===== src/rtl/cmdq_dec_pkg.sv =====
package cmdq_dec_pkg;
  localparam int WORD_W  = 32;
  localparam int OPC_W   = 8;
  localparam int ADDR_W  = 2 * WORD_W;
  localparam int PAGE_SH = 12;
  localparam int SSID_W  = WORD_W - PAGE_SH;
  localparam int HALF_W  = WORD_W / 2;
  localparam int SEL_W   = 5;
  localparam int ERR_W   = 2;

  localparam logic [OPC_W-1:0] OPC_CFG_RANGE = 8'h04;
  localparam logic [ERR_W-1:0] ERR_NONE = 2'd0;
  localparam logic [ERR_W-1:0] ERR_ILL  = 2'd1;
  localparam logic [1:0]       CS_IRQ   = 2'd1;

  typedef enum logic [3:0] {
    CLS_NONE     = 4'd0,
    CLS_PREFETCH = 4'd1,
    CLS_CFG_INV  = 4'd2,
    CLS_TLB_INV  = 4'd3,
    CLS_ATC_INV  = 4'd4,
    CLS_PRI_RESP = 4'd5,
    CLS_RESUME   = 4'd6,
    CLS_STALL_TM = 4'd7,
    CLS_SYNC     = 4'd8
  } cmd_class_e;

  typedef struct packed {
    logic [OPC_W-1:0]  opcode;
    cmd_class_e        cls;
    logic [WORD_W-1:0] sid;
    logic [HALF_W-1:0] vmid;
    logic [HALF_W-1:0] asid;
    logic [SSID_W-1:0] ssid;
    logic              ssv;
    logic [ADDR_W-1:0] addr;
    logic              leaf;
    logic [1:0]        ttl;
    logic [1:0]        tg;
    logic [SEL_W-1:0]  range_sz;
    logic [SEL_W-1:0]  num;
    logic [SEL_W-1:0]  scale;
    logic [1:0]        sync_cs;
    logic              res_retry;
    logic              res_abort;
    logic [HALF_W-1:0] stag;
  } cmd_fields_t;
endpackage


===== src/rtl/cmdq_opc_class.sv =====
module cmdq_opc_class
  import cmdq_dec_pkg::*;
(
  input  logic [OPC_W-1:0] opc_i,
  output logic             legal_o,
  output cmd_class_e       cls_o
);
  always_comb begin
    legal_o = 1'b1;
    unique case (opc_i)
      8'h01, 8'h02:                       cls_o = CLS_PREFETCH;
      8'h03, 8'h04, 8'h05, 8'h06, 8'h07:  cls_o = CLS_CFG_INV;
      8'h10, 8'h11, 8'h12, 8'h13, 8'h18, 8'h1A,
      8'h20, 8'h21, 8'h22, 8'h23, 8'h28, 8'h2A,
      8'h30:                              cls_o = CLS_TLB_INV;
      8'h40:                              cls_o = CLS_ATC_INV;
      8'h41:                              cls_o = CLS_PRI_RESP;
      8'h44:                              cls_o = CLS_RESUME;
      8'h45:                              cls_o = CLS_STALL_TM;
      8'h46:                              cls_o = CLS_SYNC;
      default: begin
        cls_o   = CLS_NONE;
        legal_o = 1'b0;
      end
    endcase
  end
endmodule


===== src/rtl/cmdq_field_extract.sv =====
module cmdq_field_extract
  import cmdq_dec_pkg::*;
(
  input  logic [WORD_W-1:0] w0_i,
  input  logic [WORD_W-1:0] w1_i,
  input  logic [WORD_W-1:0] w2_i,
  input  logic [WORD_W-1:0] w3_i,
  input  cmd_class_e        cls_i,
  output cmd_fields_t       f_o
);
  logic is_tlb, is_sync, is_res, is_rng;
  logic [OPC_W-1:0] opc;

  assign opc     = w0_i[OPC_W-1:0];
  assign is_tlb  = (cls_i == CLS_TLB_INV);
  assign is_sync = (cls_i == CLS_SYNC);
  assign is_res  = (cls_i == CLS_RESUME);
  assign is_rng  = (opc == OPC_CFG_RANGE);

  logic unused_bits;
  assign unused_bits = ^{w0_i[10:8], w0_i[31:25], w0_i[19:17], w2_i[7:5]};

  always_comb begin
    f_o           = '0;
    f_o.opcode    = opc;
    f_o.cls       = cls_i;
    f_o.sid       = w1_i;
    f_o.vmid      = w1_i[HALF_W-1:0];
    f_o.asid      = w1_i[WORD_W-1:HALF_W];
    f_o.ssid      = w0_i[WORD_W-1:PAGE_SH];
    f_o.ssv       = w0_i[11];
    f_o.addr      = {w3_i, w2_i[WORD_W-1:PAGE_SH], {PAGE_SH{1'b0}}};
    f_o.leaf      = w2_i[0];
    f_o.ttl       = w2_i[9:8];
    f_o.tg        = w2_i[11:10];
    // class-dependent fields overlap other fields; gate to zero elsewhere
    f_o.range_sz  = is_rng  ? w2_i[SEL_W-1:0] : '0;
    f_o.num       = is_tlb  ? w0_i[16:12]     : '0;
    f_o.scale     = is_tlb  ? w0_i[24:20]     : '0;
    f_o.sync_cs   = is_sync ? w0_i[13:12]     : '0;
    f_o.res_retry = is_res  & w0_i[12];
    f_o.res_abort = is_res  & w0_i[13];
    f_o.stag      = is_res  ? w2_i[HALF_W-1:0] : '0;
  end
endmodule


===== src/rtl/cmdq_halt_ctrl.sv =====
module cmdq_halt_ctrl
  import cmdq_dec_pkg::*;
(
  input  logic             clk_i,
  input  logic             rst_ni,
  input  logic             illegal_acc_i,
  input  logic             clear_i,
  output logic             halt_o,
  output logic [ERR_W-1:0] err_o
);
  always_ff @(posedge clk_i or negedge rst_ni) begin
    if (!rst_ni) begin
      halt_o <= 1'b0;
      err_o  <= ERR_NONE;
    end else if (illegal_acc_i) begin
      halt_o <= 1'b1;
      err_o  <= ERR_ILL;
    end else if (clear_i) begin
      halt_o <= 1'b0;
      err_o  <= ERR_NONE;
    end
  end

  assert_halt_set_R9: assert property (@(posedge clk_i) disable iff (!rst_ni)
    illegal_acc_i |=> (halt_o && err_o == ERR_ILL));
  assert_halt_hold_R9: assert property (@(posedge clk_i) disable iff (!rst_ni)
    (halt_o && !clear_i) |=> halt_o);
  assert_clear_release_R10: assert property (@(posedge clk_i) disable iff (!rst_ni)
    (clear_i && !illegal_acc_i) |=> (!halt_o && err_o == ERR_NONE));
endmodule


===== src/rtl/cmdq_entry_decoder.sv =====
module cmdq_entry_decoder
  import cmdq_dec_pkg::*;
(
  input  logic              clk_i,
  input  logic              rst_ni,
  input  logic              cmd_valid_i,
  output logic              cmd_ready_o,
  input  logic [WORD_W-1:0] cmd_w0_i,
  input  logic [WORD_W-1:0] cmd_w1_i,
  input  logic [WORD_W-1:0] cmd_w2_i,
  input  logic [WORD_W-1:0] cmd_w3_i,
  input  logic              clear_i,
  output logic              done_o,
  output logic              irq_o,
  output logic              halt_o,
  output logic [ERR_W-1:0]  err_code_o,
  output logic [OPC_W-1:0]  opcode_o,
  output logic [3:0]        class_o,
  output logic [WORD_W-1:0] sid_o,
  output logic [HALF_W-1:0] vmid_o,
  output logic [HALF_W-1:0] asid_o,
  output logic [SSID_W-1:0] ssid_o,
  output logic              ssv_o,
  output logic [ADDR_W-1:0] addr_o,
  output logic              leaf_o,
  output logic [1:0]        ttl_o,
  output logic [1:0]        tg_o,
  output logic [SEL_W-1:0]  range_o,
  output logic [SEL_W-1:0]  num_o,
  output logic [SEL_W-1:0]  scale_o,
  output logic [1:0]        sync_cs_o,
  output logic              resume_retry_o,
  output logic              resume_abort_o,
  output logic [HALF_W-1:0] stag_o
);
  logic        legal, accept, legal_acc, illegal_acc;
  cmd_class_e  cls;
  cmd_fields_t fields_d, fields_q;

  cmdq_opc_class u_class (
    .opc_i   (cmd_w0_i[OPC_W-1:0]),
    .legal_o (legal),
    .cls_o   (cls)
  );

  cmdq_field_extract u_extract (
    .w0_i  (cmd_w0_i),
    .w1_i  (cmd_w1_i),
    .w2_i  (cmd_w2_i),
    .w3_i  (cmd_w3_i),
    .cls_i (cls),
    .f_o   (fields_d)
  );

  cmdq_halt_ctrl u_halt (
    .clk_i         (clk_i),
    .rst_ni        (rst_ni),
    .illegal_acc_i (illegal_acc),
    .clear_i       (clear_i),
    .halt_o        (halt_o),
    .err_o         (err_code_o)
  );

  assign cmd_ready_o = !halt_o;
  assign accept      = cmd_valid_i && cmd_ready_o;
  assign legal_acc   = accept && legal;
  assign illegal_acc = accept && !legal;

  always_ff @(posedge clk_i or negedge rst_ni) begin
    if (!rst_ni) begin
      fields_q <= '0;
      done_o   <= 1'b0;
      irq_o    <= 1'b0;
    end else begin
      done_o <= legal_acc;
      irq_o  <= legal_acc && (fields_d.sync_cs == CS_IRQ);
      if (legal_acc) fields_q <= fields_d;
    end
  end

  assign opcode_o       = fields_q.opcode;
  assign class_o        = fields_q.cls;
  assign sid_o          = fields_q.sid;
  assign vmid_o         = fields_q.vmid;
  assign asid_o         = fields_q.asid;
  assign ssid_o         = fields_q.ssid;
  assign ssv_o          = fields_q.ssv;
  assign addr_o         = fields_q.addr;
  assign leaf_o         = fields_q.leaf;
  assign ttl_o          = fields_q.ttl;
  assign tg_o           = fields_q.tg;
  assign range_o        = fields_q.range_sz;
  assign num_o          = fields_q.num;
  assign scale_o        = fields_q.scale;
  assign sync_cs_o      = fields_q.sync_cs;
  assign resume_retry_o = fields_q.res_retry;
  assign resume_abort_o = fields_q.res_abort;
  assign stag_o         = fields_q.stag;

  assert_done_src_R2: assert property (@(posedge clk_i) disable iff (!rst_ni)
    done_o |-> $past(cmd_valid_i && cmd_ready_o));
  assert_irq_src_R7: assert property (@(posedge clk_i) disable iff (!rst_ni)
    irq_o |-> $past(cmd_valid_i && cmd_ready_o && cmd_w0_i[7:0] == 8'h46
                    && cmd_w0_i[13:12] == 2'd1));
  assert_no_done_illegal_R9: assert property (@(posedge clk_i) disable iff (!rst_ni)
    illegal_acc |=> (!done_o && $stable(class_o) && $stable(addr_o)));
  assert_halted_quiet_R9: assert property (@(posedge clk_i) disable iff (!rst_ni)
    (halt_o && $past(halt_o)) |-> !done_o);
endmodule


===== config.mk =====
export PLATFORM = sky130hd
export DESIGN_NAME = cmdq_entry_decoder
export DESIGN_NICKNAME = d
export VERILOG_FILES = /design/src/rtl/cmdq_dec_pkg.sv /design/src/rtl/cmdq_opc_class.sv /design/src/rtl/cmdq_field_extract.sv /design/src/rtl/cmdq_halt_ctrl.sv /design/src/rtl/cmdq_entry_decoder.sv
export SDC_FILE = /design/constraint.sdc
export NUM_CORES = 1
export LEC_CHECK = 0
export ABC_AREA = 1
export BUFFER_PORTS_ARGS = -buffer_cell sky130_fd_sc_hd__buf_2
export CORE_MARGIN = 5
export CORE_UTILIZATION = 46
export DETAILED_ROUTE_END_ITERATION = 8
export GPL_ROUTABILITY_DRIVEN = 0
export MAX_ROUTING_LAYER = met4
export PLACE_DENSITY = 0.87
export SLEW_MARGIN = 20
export SYNTH_ARGS = -nofsm -noshare
export SYNTH_HDL_FRONTEND = slang
export SYNTH_SLANG_ARGS = --single-unit

===== constraint.sdc =====
create_clock -name clk_i -period 1.8 [get_ports clk_i]
set_clock_uncertainty 0.15 [all_clocks]
set_input_delay 0.54 -clock clk_i [delete_from_list [all_inputs] [get_ports clk_i]]
set_output_delay 0.54 -clock clk_i [all_outputs]
set_load 0.02 [all_outputs]

==> flow_summary.ini <==
[status]
status = complete, but fails checks
failed_checks = setup timing

[clock_network]
cts_buffers = 17
cts_root_buf = clkbuf_16
clk_latency_ns = 0.41
cts_tree = built
htreeDepth = 4
cts.sinks = 160
clockBufferDepth = 2
path_clk_slew_ns = 0.07

[worst_setup_path]
critical_path_arrival_ns = 1.96
timing.rr.end = addr_o[23]
critPathMaxFanout = 27
end_kind = flop
worstPathRequired_ns = 1.95
criticalPathCategory = in -> reg
crit_path_frequent_cell = nand2_1
regToRegSetupSlack_ns = 0.25
cp-startpoint = cmd_w0_i[1]
r2r-start = u_halt.err_o[0]
cp_cell_sequence = buf_4 > inv_16 > nor2_1 > o211ai_1 > nand3_4 > nand2_8 > clkinv_4 > clkbuf_16 > nand2_1 > nand2_1
startpoint_type = input pin
r2r.worst_path.cells = 8
cpPeakStageDelay_ns = 0.33
cp_slowest_cell = o211ai_1

[min_path]
min_from = cmd_w3_i[5]
whs_path_depth = 3
hold_path.class = in -> reg
hold_end = addr_o[37]

[timing]
fin_setup_tns_ns = -0.0431
maxSlewViolCount = 0
min_period_over_period_pct = 101
rsz0062_at_grt = yes
fin_ws_ns = -0.0105
finalSetupViolations = 6
hold_violations = 0
whs_ns = 0.166
timing.final.crit_period_ns = 1.81
fmax_ghz = 0.552

[placement]
dp_hpwl_um = 14100
place_ws_ns = -0.492
dpl.cell_count = 1239
placed_cell_area_um2 = 8500
port_buffers = 322

[cells_and_area]
diodes = 0
layout_commonest_cell = nand2_1
final_area_um2 = 9250
finish.net_count = 1210
drive_above_1_share_pct = 38.5
n_fill_cell = 1211
layout_common_cells = 422 x nand2_1, 315 x buf_2, 160 x dfrtp_1
utilization_pct = 64.1
area_growth_pct = 38.2
fin_cells = 1275

[die]
rows = 44
die_area_um2 = 17100
fp.coreArea_um2 = 14400
fp.dieW_um = 131
initial_core_util_pct = 46.4
io_pins = 339
die-height_um = 131

[route]
drcViolationCount = 0
dr.pass1.iters = 5
antenna_left = 0
via_per_inst = 4.78
vias = 6094
wire_per_inst_um = 15.3
first_iter_violations = 345
wl_um = 19500

[power]
ir_worst_vdd_uv = 959
p_leak_nw = 5.44
power_density_nw_per_um2 = 1500
total_power_mw = 13.8

[synthesis]
post-synth-top-area-fraction_pct = 59.8
synth_area_per_cell_um2 = 8.69
seq_area_frac_synth_pct = 59.8
synth_seq_cells = 160
yosys.area.top_type = dfrtp_1
synthCells = 770
synth-warning-count = 0
synth_area_leaders = dfrtp_1 60%, nand2_1 24%, buf_4 5.3%, o21ai_0 2.2%, buf_6 1.7%
synth_area_um2 = 6690
ys_types = 23

[grt]
antenna_found_initial = 0
grt_pass1_wl_um = 28900
track_usage_pct = 22.6
grt_max_degree = 79
grt-ovfl-total = 0
grt_pass1_vias = 5876

[job]
drv_cap = 0
[critical path: cells and delay by family]
kind / cells / cell delay, ns
buffers and inverters: 4 / 0.58
AND/OR/NAND/NOR: 5 / 0.50
AO/OA/AOI/OAI: 1 / 0.33
[flip-flops by register name, indices dropped and copies added (netlist names), 4 cells and up]
signal,flops
addr_o,52
sid_o,32
ssid_o,20
stag_o,16
opcode_o,8
num_o,5
range_o,5
scale_o,5
class_o,4
[kinds of logic after synthesis]
| family | share of synthesized area [%] |
|---|---|
| simple gates | 27.2 |
| flops | 59.8 |
| compound gates | 3.01 |
| buf+inv | 9.89 |
| other cells | 0.0561 |
[power breakdown]
group          switching [mW]  total [mW]  internal (mW)
combinational            3.21        4.77           1.56
sequential              0.664        5.34           4.68
clock                    1.45        3.72           2.27
[layout make-up]
type / instances / area [um2] / area share, %
Clock buffer: 21 / 460 / 4.98
Clock inverter: 11 / 154 / 1.66
Inverter: 19 / 144 / 1.56
Multi-Input combinational cell: 521 / 2190 / 23.7
Sequential cell: 160 / 4000 / 43.3
Tap cell: 184 / 230 / 2.49
Timing Repair Buffer: 359 / 2060 / 22.3
[metal layers]
metal	routed length, um	global-route usage [%]	part of all wire (%)
met3	1530	5.16	7.8
met1	7230	26.2	37
met5	0	-	0
met4	544	9.32	2.8
met2	10200	38.0	52
[worst max-delay path by stage]
stage,end,slack (ns)
after floorplan,addr_o[12],-0.04
after global placement,addr_o[44],-0.43
after detailed placement,addr_o[23],-0.49
after CTS,ssv_o,0.008
after global routing,tg_o[0],-0.09
final,tg_o[0],-0.01
[cells in the mapped netlist]
cell / instances
o21ai_1: 6
buf_6: 10
buf_8: 1
nor3_1: 1
buf_4: 47
clkbuf_1: 8
nand3_2: 1
inv_2: 7
nand4_1: 1
buf_2: 16
nor4_4: 1
nor2_1: 15
o21ai_0: 29
inv_1: 12
nand2_1: 429
o22ai_1: 1
nand3_1: 17
dfrtp_1: 160
a21oi_1: 1
nor2_2: 1
conb_1: 1
nand2_2: 3
o211ai_1: 2
[timing repair]
item	CTS	global route
setup endpoints to repair	26	142
buffers inserted	1	0
hold buffers	1	0
hold endpoints to repair	20	0
pin swaps	2	2
resized for setup	5	15
gates cloned	1	1
(Power assumes the default switching activity.)
